===== src/rtl/t0tx_pkg.sv =====
// Shared definitions for the smart-card character transmitter.
// Assumes one character format: start, data, parity, released guard time.
package t0tx_pkg;
    localparam int DATA_W    = 8;
    localparam int ITER_W    = 3;
    localparam int GUARD_ETU = 2;

    typedef enum logic [2:0] {
        SQ_IDLE,
        SQ_ARM,
        SQ_BITS,
        SQ_GUARD1,
        SQ_GUARD2,
        SQ_HOLD,
        SQ_BACKOFF
    } seq_state_t;
endpackage


===== src/rtl/t0tx_frame_seq.sv =====
// Frame sequencer: serialises one attempt (start, data LSB first, even
// parity), samples the line at the end of the first guard ETU, and on an
// error waits for line release plus GUARD_ETU ticks before reporting.
// Assumes etu_tick is a one-cycle strobe and data is stable while busy.
module t0tx_frame_seq
    import t0tx_pkg::*;
#(
    parameter int DW    = DATA_W,
    parameter int GUARD = GUARD_ETU
) (
    input  logic          clk,
    input  logic          rst_n,
    input  logic          etu_tick,
    input  logic          start,
    input  logic [DW-1:0] data,
    input  logic          io_in,
    output logic          line_low,
    output logic          frame_done,
    output logic          frame_nack
);
    localparam int SLOT_N = DW + 2;
    localparam int SLOT_W = $clog2(SLOT_N);
    localparam int GC_W   = $clog2(GUARD + 1);

    seq_state_t        state;
    logic [SLOT_W-1:0] slot;
    logic [GC_W-1:0]   gcnt;
    logic [SLOT_N-1:0] fvec;

    // Frame image: slot 0 start, then data, then even parity.
    always_comb fvec = {^data, data, 1'b0};

    // Attempt state machine advanced on ETU strobes.
    always_ff @(posedge clk) begin
        if (!rst_n) begin
            state      <= SQ_IDLE;
            slot       <= '0;
            gcnt       <= '0;
            line_low   <= 1'b0;
            frame_done <= 1'b0;
            frame_nack <= 1'b0;
        end else begin
            frame_done <= 1'b0;
            case (state)
                SQ_IDLE: begin
                    if (start) state <= SQ_ARM;
                end
                SQ_ARM: begin
                    if (etu_tick) begin
                        state    <= SQ_BITS;
                        slot     <= '0;
                        line_low <= ~fvec[0];
                    end
                end
                SQ_BITS: begin
                    if (etu_tick) begin
                        if (slot == SLOT_W'(SLOT_N - 1)) begin
                            state    <= SQ_GUARD1;
                            line_low <= 1'b0;
                        end else begin
                            slot     <= slot + 1'b1;
                            line_low <= ~fvec[slot + 1'b1];
                        end
                    end
                end
                SQ_GUARD1: begin
                    if (etu_tick) state <= io_in ? SQ_GUARD2 : SQ_HOLD;
                end
                SQ_GUARD2: begin
                    if (etu_tick) begin
                        state      <= SQ_IDLE;
                        frame_done <= 1'b1;
                        frame_nack <= 1'b0;
                    end
                end
                SQ_HOLD: begin
                    if (etu_tick && io_in) begin
                        state <= SQ_BACKOFF;
                        gcnt  <= '0;
                    end
                end
                SQ_BACKOFF: begin
                    if (etu_tick) begin
                        if (gcnt == GC_W'(GUARD - 1)) begin
                            state      <= SQ_IDLE;
                            frame_done <= 1'b1;
                            frame_nack <= 1'b1;
                        end else begin
                            gcnt <= gcnt + 1'b1;
                        end
                    end
                end
                default: state <= SQ_IDLE;
            endcase
        end
    end

    AST_GUARD_RELEASED: assert property (@(posedge clk) disable iff (!rst_n)
        (state != SQ_BITS) |-> !line_low);
    AST_START_WHEN_IDLE: assert property (@(posedge clk) disable iff (!rst_n)
        start |-> (state == SQ_IDLE));
    AST_NACK_WAITS_RELEASE: assert property (@(posedge clk) disable iff (!rst_n)
        (state == SQ_HOLD && !io_in) |=> (state == SQ_HOLD));
endmodule


===== src/rtl/t0tx_retry_ctl.sv =====
// Retry controller: counts repeats of the current character against the
// limit captured at acceptance, requests a new attempt after a NACK while
// budget remains, and keeps the sticky iteration flag.
// Assumes frame_done is a one-cycle pulse per finished attempt.
module t0tx_retry_ctl
    import t0tx_pkg::*;
#(
    parameter int IW = ITER_W
) (
    input  logic          clk,
    input  logic          rst_n,
    input  logic          char_go,
    input  logic [IW-1:0] max_iter,
    input  logic          frame_done,
    input  logic          frame_nack,
    input  logic          iter_clr,
    output logic          retry_go,
    output logic          char_done,
    output logic          iter_flag
);
    logic [IW-1:0] rep_cnt;
    logic [IW-1:0] max_q;
    logic          rep_step;
    logic          rep_last;

    // A repeat is granted only for a NACK with budget left.
    always_comb begin
        rep_step = frame_done && frame_nack && (rep_cnt < max_q);
        rep_last = rep_step && ((rep_cnt + 1'b1) == max_q);
    end

    // Repeat counter, captured limit and attempt/character pulses.
    always_ff @(posedge clk) begin
        if (!rst_n) begin
            rep_cnt   <= '0;
            max_q     <= '0;
            retry_go  <= 1'b0;
            char_done <= 1'b0;
        end else begin
            retry_go  <= 1'b0;
            char_done <= 1'b0;
            if (char_go) begin
                max_q   <= max_iter;
                rep_cnt <= '0;
            end
            if (rep_step) begin
                rep_cnt  <= rep_cnt + 1'b1;
                retry_go <= 1'b1;
            end else if (frame_done) begin
                rep_cnt   <= '0;
                char_done <= 1'b1;
            end
        end
    end

    // Sticky iteration flag; clear command wins over a same-cycle set.
    always_ff @(posedge clk) begin
        if (!rst_n)        iter_flag <= 1'b0;
        else if (iter_clr) iter_flag <= 1'b0;
        else if (rep_last) iter_flag <= 1'b1;
    end

    AST_REPEAT_BOUND: assert property (@(posedge clk) disable iff (!rst_n)
        rep_cnt <= max_q);
    AST_ZERO_NO_REPEAT: assert property (@(posedge clk) disable iff (!rst_n)
        (max_q == '0) |-> !retry_go);
    AST_ACK_ENDS_CHAR: assert property (@(posedge clk) disable iff (!rst_n)
        (frame_done && !frame_nack) |=> (char_done && !retry_go));
    AST_FLAG_STICKY: assert property (@(posedge clk) disable iff (!rst_n)
        (iter_flag && !iter_clr) |=> iter_flag);
    AST_FLAG_CLEAR: assert property (@(posedge clk) disable iff (!rst_n)
        iter_clr |=> !iter_flag);
endmodule


===== src/rtl/sc_t0_tx.sv =====
// Top: single-entry holding register with ready flag, wired to the frame
// sequencer and the retry controller. A character is accepted only while
// ready is high; ready returns when the character is finished.
// Assumes max_iter is held steady while a character is being accepted.
module sc_t0_tx
    import t0tx_pkg::*;
#(
    parameter int DW = DATA_W,
    parameter int IW = ITER_W,
    parameter int GUARD = GUARD_ETU
) (
    input  logic          clk,
    input  logic          rst_n,
    input  logic          etu_tick,
    input  logic [DW-1:0] tx_data,
    input  logic          tx_load,
    output logic          tx_ready,
    input  logic [IW-1:0] max_iter,
    input  logic          iter_clr,
    output logic          iter_flag,
    input  logic          io_in,
    output logic          io_drive_low
);
    logic [DW-1:0] hold_q;
    logic          char_go;
    logic          retry_go;
    logic          char_done;
    logic          frame_done;
    logic          frame_nack;

    // Accept a write only while the holding register is free.
    always_comb char_go = tx_load && tx_ready;

    // Holding register and ready flag.
    always_ff @(posedge clk) begin
        if (!rst_n) begin
            hold_q   <= '0;
            tx_ready <= 1'b1;
        end else if (char_go) begin
            hold_q   <= tx_data;
            tx_ready <= 1'b0;
        end else if (char_done) begin
            tx_ready <= 1'b1;
        end
    end

    t0tx_frame_seq #(.DW(DW), .GUARD(GUARD)) i_seq (
        .clk        (clk),
        .rst_n      (rst_n),
        .etu_tick   (etu_tick),
        .start      (char_go | retry_go),
        .data       (hold_q),
        .io_in      (io_in),
        .line_low   (io_drive_low),
        .frame_done (frame_done),
        .frame_nack (frame_nack)
    );

    t0tx_retry_ctl #(.IW(IW)) i_retry (
        .clk        (clk),
        .rst_n      (rst_n),
        .char_go    (char_go),
        .max_iter   (max_iter),
        .frame_done (frame_done),
        .frame_nack (frame_nack),
        .iter_clr   (iter_clr),
        .retry_go   (retry_go),
        .char_done  (char_done),
        .iter_flag  (iter_flag)
    );

    AST_READY_DROP: assert property (@(posedge clk) disable iff (!rst_n)
        char_go |=> !tx_ready);
    AST_HOLD_STABLE: assert property (@(posedge clk) disable iff (!rst_n)
        (!tx_ready && $past(!tx_ready)) |-> $stable(hold_q));
endmodule


===== config.mk =====
export PLATFORM = sky130hd
export DESIGN_NAME = sc_t0_tx
export DESIGN_NICKNAME = d
export VERILOG_FILES = /design/src/rtl/t0tx_pkg.sv /design/src/rtl/t0tx_frame_seq.sv /design/src/rtl/t0tx_retry_ctl.sv /design/src/rtl/sc_t0_tx.sv
export SDC_FILE = /design/constraint.sdc
export NUM_CORES = 1
export LEC_CHECK = 0
export CORE_AREA = 5 5 54 80
export DETAILED_ROUTE_END_ITERATION = 6
export DIE_AREA = 0 0 59 85
export PLACE_DENSITY = 0.77
export SLEW_MARGIN = 30
export SYNTH_ARGS = -nofsm -noshare
export SYNTH_HDL_FRONTEND = slang
export SYNTH_SLANG_ARGS = --single-unit

===== constraint.sdc =====
create_clock -name clk -period 1.7 [get_ports clk]
set_clock_uncertainty 0.05 [all_clocks]
set_input_delay 0.17 -clock clk [delete_from_list [all_inputs] [get_ports clk]]
set_output_delay 0.17 -clock clk [all_outputs]
set_load 0.01 [all_outputs]

==> impl_results.md <==
- Cell family with most CP delay: multiplexers
- Syn avg cell area: 8.713 µm²
- Syn_nets: 218
- Multi-input logic area: 0.001051 mm²
- Global route overflow: 0
- Slew @ Worst Pin: 0.3572 ns
- Fillers: 347
- Iteration-0 DRC Markers: 37
- Leak: 0.8469 nW
- Vias in the first global route: 1364
- Final worst-path cycle share: 0.9775
- Slew HR: 0.7612
- Met1 usage: 0.1676
- Post-route setup slack: 0.03831 ns
- Core Box Area: 0.003581 mm²
- Required time worst endpoint: 1.86 ns
- M2 GR Usage: 0.2646
- GR Util met3: 0.03653
- Placer Congestion: 0.8524
- Die Area: 0.005015 mm²
- Syn Inst Count: 194
- Unrepaired setup endpoints after global routing: yes
- CP Launch Type: flop
- Status: completed
- GRT Max-Usage Layer: met2
- Clock latency on the worst-skew pair: 0.28 ns
- Number of flops mapped to enable cells by yosys: 0
- Peak VDD IR: 0.0006468 V
- Cell Pwr Density: 1020 mW/mm²
- Crit end category: flop
- CTS tree: done
- Most frequent cells in the layout: nand2_1, dfxtp_1, a21oi_1
- Initial antenna violation count: 0
- Flops & latches, synth: 30
- CP max-delay cell: mux4_2
- Area added between synthesis and finish: 26.42%
- Fin. max-slew vios: 0
- Total track usage: 0.1530
- Placed cells: 263
- Layout cell share with drive strength beyond 1: 0.1921
- Final hold violations: 0
- Die Span Y: 85 µm
- Clk slew on worst S/H paths: 0.07 ns
- Die width: 59 µm
- Crit Path Max Fanout: 2
- # H-tree levels: 2
- DRT Pass-1 Iters: 4
- Setup-failing EPs final: 0
- Crit Path Class: flop to flop
- Seq/Total Area, Yosys: 0.3553
- Hold crit path type: input pin to flop
- CP arrival: 1.82 ns
- Commonest non-fill, non-tap cell in the layout: nand2_1
- Area contributors post-synth: dfxtp_1, nand2_1, a21oi_1, ha_1, nor2_1
- Maximum clock frequency: 601.8 MHz
- Final HPWL DP: 2627 µm
- Cell variety after synth: 50
- Row cnt: 27
- CTS buffer count: 5
- DP Worst Slack: -0.09985 ns
- Synth Flop Type: dfxtp_1
- Hold buffer count at CTS: 0
- Routed WL: 3556 µm
- Clock tree buffer depth: 2
- Vias: 1439
- Max Cap Viol: 0
- Cell Chain, Critical Path: inv_2 > ha_4 > mux4_2 > o211ai_1 > a21oi_1 > a211oi_2
- Cell Area, Synth: 0.001690 mm²
- Diodes inserted: 0
- CTS Root Buffer Type: clkbuf_8
- Post-route ant nets: 0
- Final Total Pwr: 2.181 mW
- First-pass GRT wire length: 5961 µm
- Final Non-Filler Cells: 272
- Port Buffers: 19
- Top Ports: 20
- Synth area leader: dfxtp_1
- Max stage delay on crit path: 0.49 ns
- # DRC: 0
- Vias/cell: 5.290
- Crit path time final: 1.662 ns
- Buf/Inv on CP: 1
- Net count, final: 252
- Yosys Warn Count: 0
- Top cell type's share of synthesized area: 0.3553
- Reg area: 604.3 µm²
- Largest net degree at the start of global routing: 26
- Post-DR wirelength/cell: 13.07 µm
- Ys async rst share: 0
- Starting density of the core: 0.4720
- Num Clock Sinks: 30
[worst register-to-register path, cell delays in order, from the launching register on]
cell,delay (ns)
dfxtp_2,0.33
inv_2,0.04
ha_4,0.26
mux4_2,0.49
o211ai_1,0.19
a21oi_1,0.10
a211oi_2,0.13
[flip-flops by register name, summed over array words and instances, names as in the netlist]
name / count
i_retry.retry_go: 1
tx_ready: 1
i_seq.frame_done: 1
i_seq.line_low: 1
i_seq.gcnt: 2
hold_q: 8
i_retry.max_q: 3
i_seq.slot: 4
i_seq.frame_nack: 1
i_retry.char_done: 1
i_retry.iter_flag: 1
i_retry.rep_cnt: 3
i_seq.state: 3
[logic make-up after synthesis]
family / Yosys count / share of synthesized area
AOI/OAI and AO/OA: 49 / 0.1991
xor gates and xnor gates: 11 / 0.07327
adders and majority gates: 7 / 0.05181
buffers and inverters: 16 / 0.03701
DFF: 30 / 0.3553
muxes: 6 / 0.04293
and+or+nand+nor: 75 / 0.2406
[metrics by stage]
step / utilization / hold WS, ns / cell area [µm²] / TNS (ns)
after floorplan: - / 0.1962 / 1703 / 0
after global placement: 0.5650 / 0.4020 / 2023 / -0.008696
after detailed placement: 0.5650 / 0.4007 / 2023 / -0.1410
after CTS: 0.5905 / 0.3761 / 2115 / 0
after global routing: 0.5968 / 0.3779 / 2137 / -0.09900
final: 0.5968 / 0.3763 / 2137 / 0
[synth_stat cells, types with 3 or more instances]
cell and instances:
o21ai_0 7, nand2b_1 3, and2_1 3, nand2_1 28
ha_1 7, xor2_1 4, nor3_1 4, clkbuf_1 5
dfxtp_1 30, mux2i_1 5, a21oi_1 20, inv_1 7
nand3b_1 3, xnor2_1 5, nor2_1 15, nor3b_1 3
[layout make-up]
class | instances | share of cell area
multi-input combinational | 148 | 0.4918
sequential | 30 | 0.2828
timing repair buffer | 34 | 0.1417
clock buffer | 7 | 0.04040
tap | 43 | 0.02518
inverter | 9 | 0.01581
clock inverter | 1 | 0.002342
[where the power goes]
group	total, mW	switching, mW	internal, mW	leakage, nW
combinational	0.738	0.361	0.377	0.553
clock	0.596	0.270	0.326	0.0482
sequential	0.846	0.0859	0.760	0.246
[routing by layer]
metal,up-vias,part of all wire
met3,7,0.033
met1,667,0.43
met4,0,0.023
li1,741,-
met2,24,0.51
met5,-,0
[timing repair]
| item | in CTS | in global routing |
|---|---|---|
| gates resized for setup | 0 | 8 |
| setup buffers | 0 | 1 |
| endpoints found under the setup margin | 0 | 8 |
[worst paths after layout]
path                                     from  cells past startpoint  slack, ns                             end
setup / recovery   i_seq.slot[1]$_SDFFE_PN0P_                      6       0.04     i_seq.line_low$_SDFFE_PN0P_
hold reg to reg   i_seq.frame_done$_SDFF_PN0_                      2       0.42    i_retry.char_done$_SDFF_PP0_
setup reg to reg   i_seq.slot[1]$_SDFFE_PN0P_                      6       0.04     i_seq.line_low$_SDFFE_PN0P_
hold / removal                       iter_clr                      2       0.38  i_retry.iter_flag$_SDFFE_PP0P_
Note: power is estimated with default switching activity, not from simulation.
